### config.mk
export PLATFORM = sky130hd
export DESIGN_NAME = stack_core
export DESIGN_NICKNAME = d
export VERILOG_FILES = /design/src/rtl/stack_core_pkg.sv /design/src/rtl/stack_decode.sv /design/src/rtl/stack_alu.sv /design/src/rtl/stack_core.sv
export SDC_FILE = /design/constraint.sdc
export NUM_CORES = 1
export LEC_CHECK = 0
export ABC_AREA = 1
export BUFFER_PORTS_ARGS = -buffer_cell sky130_fd_sc_hd__clkbuf_2
export CORE_MARGIN = 1.5
export CORE_UTILIZATION = 35
export DETAILED_ROUTE_END_ITERATION = 7
export GPL_TIMING_DRIVEN = 1
export MAX_ROUTING_LAYER = met4
export PLACE_DENSITY = 0.62
export SLEW_MARGIN = 20
export SYNTH_ARGS = -nofsm -noshare
export SYNTH_HDL_FRONTEND = slang
export SYNTH_SLANG_ARGS = --single-unit
### constraint.sdc
create_clock -name clk -period 4 [get_ports clk]
set_clock_uncertainty 0.15 [all_clocks]
set_input_delay 1.2 -clock clk [delete_from_list [all_inputs] [get_ports clk]]
set_output_delay 1.2 -clock clk [all_outputs]
set_load 0.1 [all_outputs]
### src/rtl/stack_core_pkg.sv
// Shared types for the stack bytecode core: sequencer states, opcode
// classes and ALU operations. Assumes byte-wide opcodes.
package stack_core_pkg;

    typedef enum logic [3:0] {
        ST_FETCH, ST_DECODE, ST_PUSH, ST_READ, ST_WAIT,
        ST_USE, ST_WRITE, ST_SWAP_HI, ST_SWAP_LO, ST_HALT
    } state_e;

    typedef enum logic [2:0] {
        CL_NOP, CL_BIPUSH, CL_DUP, CL_POP, CL_SWAP, CL_BIN, CL_UNIMPL, CL_ILLEGAL
    } op_class_e;

    typedef enum logic [1:0] {
        ALU_ADD, ALU_SUB, ALU_AND, ALU_OR
    } alu_op_e;

endpackage

### src/rtl/stack_decode.sv
// Opcode classifier: maps an opcode byte to its sequencing class and,
// for two-operand opcodes, the ALU operation. Purely combinational.
module stack_decode
    import stack_core_pkg::*;
(
    input  logic [7:0] opcode,
    output op_class_e  cls,
    output alu_op_e    alu_op
);
    // classify the byte
    always_comb begin
        cls    = CL_ILLEGAL;
        alu_op = ALU_ADD;
        unique case (opcode)
            8'h00: cls = CL_NOP;
            8'h10: cls = CL_BIPUSH;
            8'h59: cls = CL_DUP;
            8'h57: cls = CL_POP;
            8'h5F: cls = CL_SWAP;
            8'h60: begin cls = CL_BIN; alu_op = ALU_ADD; end
            8'h64: begin cls = CL_BIN; alu_op = ALU_SUB; end
            8'h7E: begin cls = CL_BIN; alu_op = ALU_AND; end
            8'hB0: begin cls = CL_BIN; alu_op = ALU_OR;  end
            8'h13, 8'h15, 8'h36, 8'h84, 8'h99, 8'h9B,
            8'h9F, 8'hA7, 8'hAC, 8'hB6, 8'hC4: cls = CL_UNIMPL;
            default: cls = CL_ILLEGAL;
        endcase
    end
endmodule

### src/rtl/stack_alu.sv
// Two-operand ALU: combines the word popped from memory (lhs) with the
// saved top of stack (rhs). Subtraction is lhs minus rhs.
module stack_alu
    import stack_core_pkg::*;
#(
    parameter int DW = 32
) (
    input  logic [DW-1:0] lhs,
    input  logic [DW-1:0] rhs,
    input  alu_op_e       op,
    output logic [DW-1:0] y
);
    // select the operation
    always_comb begin
        unique case (op)
            ALU_ADD: y = lhs + rhs;
            ALU_SUB: y = lhs - rhs;
            ALU_AND: y = lhs & rhs;
            default: y = lhs | rhs;
        endcase
    end
endmodule

### src/rtl/stack_core.sv
// Multicycle stack bytecode core. It fetches opcodes from a combinational
// byte program memory and keeps the operand stack in a word memory with
// one cycle of read latency. The top of stack is cached in a register.
// Every memory access goes through the address and data registers.
// Assumes the program memory returns the byte at imem_addr in the same cycle.
module stack_core
    import stack_core_pkg::*;
#(
    parameter int PC_W       = 12,
    parameter int AW         = 16,
    parameter int DW         = 32,
    parameter int STACK_BASE = 1024
) (
    input  logic            clk,
    input  logic            rst_n,
    output logic [PC_W-1:0] imem_addr,
    input  logic [7:0]      imem_rdata,
    output logic [AW-1:0]   dmem_addr,
    output logic            dmem_rd,
    output logic            dmem_wr,
    output logic [DW-1:0]   dmem_wdata,
    input  logic [DW-1:0]   dmem_rdata,
    output logic            fault,
    output logic            unimpl
);
    localparam logic [AW-1:0] LV_ADDR  = AW'(STACK_BASE);
    localparam logic [AW-1:0] SP_RESET = LV_ADDR - 1'b1;

    state_e          state;
    logic [PC_W-1:0] pc;
    logic [AW-1:0]   sp, mar;
    logic [DW-1:0]   mdr, tos, h;
    logic [7:0]      mbr;
    logic            unimpl_q;

    op_class_e       cls;
    alu_op_e         alu_op;
    logic [DW-1:0]   alu_y;
    logic [AW-1:0]   sp_inc, sp_dec;
    logic [DW-1:0]   mbr_sext;

    stack_decode u_dec (.opcode(mbr), .cls(cls), .alu_op(alu_op));

    stack_alu #(.DW(DW)) u_alu (.lhs(mdr), .rhs(h), .op(alu_op), .y(alu_y));

    // neighbouring stack addresses and the sign-extended immediate
    always_comb begin
        sp_inc   = sp + 1'b1;
        sp_dec   = sp - 1'b1;
        mbr_sext = {{(DW-8){mbr[7]}}, mbr};
    end

    // register-transfer sequencer
    always_ff @(posedge clk) begin
        if (!rst_n) begin
            state    <= ST_FETCH;
            pc       <= '0;
            sp       <= SP_RESET;
            mar      <= '0;
            mdr      <= '0;
            mbr      <= '0;
            tos      <= '0;
            h        <= '0;
            unimpl_q <= 1'b0;
        end else begin
            unique case (state)
                ST_FETCH: begin
                    mbr   <= imem_rdata;
                    pc    <= pc + 1'b1;
                    state <= ST_DECODE;
                end
                ST_DECODE: begin
                    unique case (cls)
                        CL_NOP: state <= ST_FETCH;
                        CL_UNIMPL: begin
                            unimpl_q <= 1'b1;
                            state    <= ST_FETCH;
                        end
                        CL_BIPUSH: begin
                            mbr   <= imem_rdata;
                            pc    <= pc + 1'b1;
                            state <= ST_PUSH;
                        end
                        CL_DUP: begin
                            sp    <= sp_inc;
                            mar   <= sp_inc;
                            mdr   <= tos;
                            state <= ST_WRITE;
                        end
                        CL_POP, CL_BIN: begin
                            sp    <= sp_dec;
                            mar   <= sp_dec;
                            h     <= tos;
                            state <= ST_READ;
                        end
                        CL_SWAP: begin
                            mar   <= sp_dec;
                            state <= ST_READ;
                        end
                        default: state <= ST_HALT;
                    endcase
                end
                ST_PUSH: begin
                    sp    <= sp_inc;
                    mar   <= sp_inc;
                    mdr   <= mbr_sext;
                    tos   <= mbr_sext;
                    state <= ST_WRITE;
                end
                ST_READ: state <= ST_WAIT;
                ST_WAIT: begin
                    mdr   <= dmem_rdata;
                    state <= ST_USE;
                end
                ST_USE: begin
                    unique case (cls)
                        CL_BIN: begin
                            tos   <= alu_y;
                            mdr   <= alu_y;
                            state <= ST_WRITE;
                        end
                        CL_POP: begin
                            tos   <= mdr;
                            state <= ST_FETCH;
                        end
                        default: begin
                            h     <= mdr;
                            mar   <= sp;
                            state <= ST_SWAP_HI;
                        end
                    endcase
                end
                ST_WRITE: state <= ST_FETCH;
                ST_SWAP_HI: begin
                    mdr   <= tos;
                    mar   <= sp_dec;
                    state <= ST_SWAP_LO;
                end
                ST_SWAP_LO: begin
                    tos   <= h;
                    state <= ST_FETCH;
                end
                default: state <= ST_HALT;
            endcase
        end
    end

    // port drive from the architectural registers and state
    always_comb begin
        imem_addr  = pc;
        dmem_addr  = mar;
        dmem_wdata = mdr;
        dmem_rd    = (state == ST_READ);
        dmem_wr    = (state == ST_WRITE) || (state == ST_SWAP_HI) || (state == ST_SWAP_LO);
        fault      = (state == ST_HALT);
        unimpl     = unimpl_q;
    end
endmodule

==> impl_results.md <==
* Status: completed
* Die width at 192.3 um
* Largest net degree at the start of global routing at 76
* Worst path max stage delay at 0.34 ns
* Reg clk slew, reported paths at 0.07 ns
* Highest clock rate at 266.6 MHz
* Post-Layout Cell Count at 2676
* GP Congestion at 0.9672
* TritonCTS Buffers at 17
* Worst Path Required at 4.17 ns
* Fin. max-slew vios at 0
* Final setup fails at 0
* Via count at 14450
* Site Rows at 69
* WL/cell at 18.14 um
* Crit start category: flip-flop
* Crit path capture type: flip-flop
* Tmin final at 3.751 ns
* Hold WS at 0.3249 ns
* WP data arrival at 3.92 ns
* Clock tree buffer depth at 2
* GRT overflow at 0
* Cells after Synth at 2129
* DRC viols at 0
* DP HPWL at 34.97 mm
* WS Path Type: reg2reg
* Final hold violation count at 0
* Iteration-0 DRC Markers at 1279
* Vias in the first global route at 13230
* CTS tree: done
* Buffers on Ports at 105
* Worst hold path class: reg2reg
* Initial antenna violation count at 0
* Tightest Pin Transition at 0.8934 ns
* Nets@finish at 2282
* Detail Route Antenna Nets at 0
* Post-synth EDFFs at 0
* Drt total wl at 48.54 mm
* Mean Syn Cell Area at 5.888 sq um
* Clock latency on the worst-skew pair at 0.46 ns
* Worst-path fanout max at 5
* Layout cell share with drive strength beyond 1 at 0.1214
* Synthesis Warnings at 0
* Period utilization at 0.9377
* H-Tree Depth at 4
* Post-synth ARST share at 0
* Max-Cap Viols at 0
* Core footprint at 0.03540 sq mm
* Global-route wire length before repair at 74.15 mm
* Postcts setup bufs at 0
* Worst path top cell family by delay: simple AND/OR/NAND/NOR gates
* Synth-to-layout area growth at 14.58%
* Pre-antenna DRT Iters at 6
* Slowest-stage cell, CP: dfxtp_1
* Clock sinks at 153
* Distinct cells, synth at 47
* Rel. slew slack at 0.4035
* Diode count at 0
* #FFs+latches synth at 153
* Sequential element share of the synthesized area at 0.2443
* GRT Total Usage at 0.2695
* Final core area utilization at 0.4058
* Most frequent cell on the critical path: nand2_1
* DR vias/cell at 5.399
* Placed Cells at 2644
* CTS Hold Buffers Added at 0
* Syn Nets at 2209
* RSZ-0062 raised after global routing: yes
* DIE HEIGHT at 192.3 um
* Root Buffer: clkbuf_16
* Die area at 0.03696 sq mm
* Buf+Inv Stages, Crit Path at 3
* Ys flop type: dfxtp_1
* I/O Pins at 106
* Netlist Area Pre-Place at 0.01254 sq mm
* Initial cell density of the core at 0.3542
==> final timing paths <==
kind	start	endpoint	slack (ns)	cells after the start
max reg2reg	h[1]$_SDFFE_PN0P_	dmem_wdata[27]$_SDFFE_PN0P_	0.25	25
min reg2reg	unimpl$_SDFFE_PN0P_	unimpl$_SDFFE_PN0P_	0.32	2
max	h[1]$_SDFFE_PN0P_	dmem_wdata[27]$_SDFFE_PN0P_	0.25	25
min	unimpl$_SDFFE_PN0P_	unimpl$_SDFFE_PN0P_	0.32	2
==> layer usage <==
layer,routed length [um],up-vias,global-route usage
met1,21980,6593,0.3643
met4,1321,0,0.08974
li1,-,7142,-
met5,0,-,-
met3,3879,87,0.04128
met2,21360,625,0.4088
==> state kept, by name, summed over array words and instances, names as in the netlist <==
register,flops
h,32
dmem_wdata,32
sp,16
tos,32
dmem_addr,16
mbr,8
state,4
unimpl,1
imem_addr,12
==> cell usage in the layout, fill, tap and decap left out, types with 5 or more instances in the layout <==
master,count
a311oi_1,6
nand2_1,597
nor3_1,25
xnor2_1,8
nand4_1,24
nor2_4,8
a31oi_1,29
o21bai_1,6
ha_1,35
inv_6,5
a21oi_1,214
inv_1,263
a21oi_2,6
o22ai_1,13
nand2_2,7
clkbuf_16,17
xor2_1,46
buf_4,53
o211ai_1,20
a41oi_1,6
a221oi_1,5
dfxtp_1,152
a22o_1,7
clkbuf_2,104
o31ai_1,25
a211oi_1,5
nor2_1,148
nand3_1,104
inv_2,21
o21ai_0,190
nor2_2,13
==> cell usage after synthesis (3+ instances only) <==
cell / instances / area share
ha_1: 37 / 0.037
inv_1: 263 / 0.079
nand2_1: 602 / 0.18
inv_2: 21 / 0.0063
nor4_1: 5 / 0.0025
o21bai_1: 6 / 0.0036
nor2_2: 10 / 0.0050
nand3_1: 104 / 0.042
or2_2: 4 / 0.0020
o22ai_1: 13 / 0.0065
o31ai_1: 26 / 0.016
nor2_4: 5 / 0.0045
nor3_1: 30 / 0.012
a211oi_1: 5 / 0.0030
a221oi_1: 5 / 0.0035
clkbuf_1: 65 / 0.019
dfxtp_1: 153 / 0.24
a41oi_1: 6 / 0.0042
a311oi_1: 6 / 0.0042
clkinv_1: 3 / 0.00090
o211ai_1: 20 / 0.012
xor2_1: 46 / 0.032
o21ai_0: 192 / 0.077
buf_2: 27 / 0.011
nand4_1: 24 / 0.012
buf_4: 4 / 0.0024
a21oi_1: 218 / 0.087
a22o_1: 7 / 0.0049
buf_1: 8 / 0.0024
o2111ai_1: 3 / 0.0021
a31oi_1: 29 / 0.014
xnor2_1: 8 / 0.0056
nor2_1: 154 / 0.046
nand2_4: 3 / 0.0027
==> timing repair <==
item,CTS,global route
resized for setup,1,26
pin swaps,0,4
endpoints found under the setup margin,3,25
==> kinds of logic after synthesis <==
kind of cell | after synthesis | share of synthesized area
and+or+nand+nor | 947 | 0.3137
AOI/OAI and AO/OA | 545 | 0.2438
DFF | 153 | 0.2443
buffers and inverters | 392 | 0.1219
xor gates and xnor gates | 54 | 0.03773
adders and majority gates | 38 | 0.03853
==> metrics by stage <==
stage	worst slack (ns)	area (sq um)	setup TNS, ns
global placement	0.04085	13620	0
detailed placement	-0.04857	13620	-0.05361
finish	0.2492	14360	0
global route	-0.02106	14360	-0.03688
floorplan	0.6870	12540	0
CTS	0.05828	14260	0
==> worst register-to-register path: stages (launching register included) <==
cell and delay [ns]:
dfxtp_1 0.34, inv_1 0.11, ha_1 0.15, inv_1 0.07
nor3_4 0.16, nand4_1 0.17, nor3_2 0.19, nand2_2 0.11
nor2_2 0.14, nand2_2 0.10, o31ai_2 0.27, xor2_1 0.27
ha_4 0.27, nand2_2 0.10, inv_1 0.05, nand2_1 0.06
nand2_1 0.06, o21bai_1 0.17, nor2_1 0.16, nand2_1 0.08
nand2_1 0.06, nand3_1 0.12, nand3_1 0.11, nand2_1 0.05
nand2_1 0.07, a21oi_1 0.05
==> cell type report <==
class,count,area [sq um]
inverter,287,1081
tap,461,576.8
fill,3906,21030
sequential,153,3064
timing repair buffer,159,934.6
multi-input combinational,1584,8066
clock inverter,12,183.9
clock buffer,20,456.7
Power is left out: the tool's default activity adds up to more than one toggle a clock period on the data nets, which glitch-free logic cannot reach.
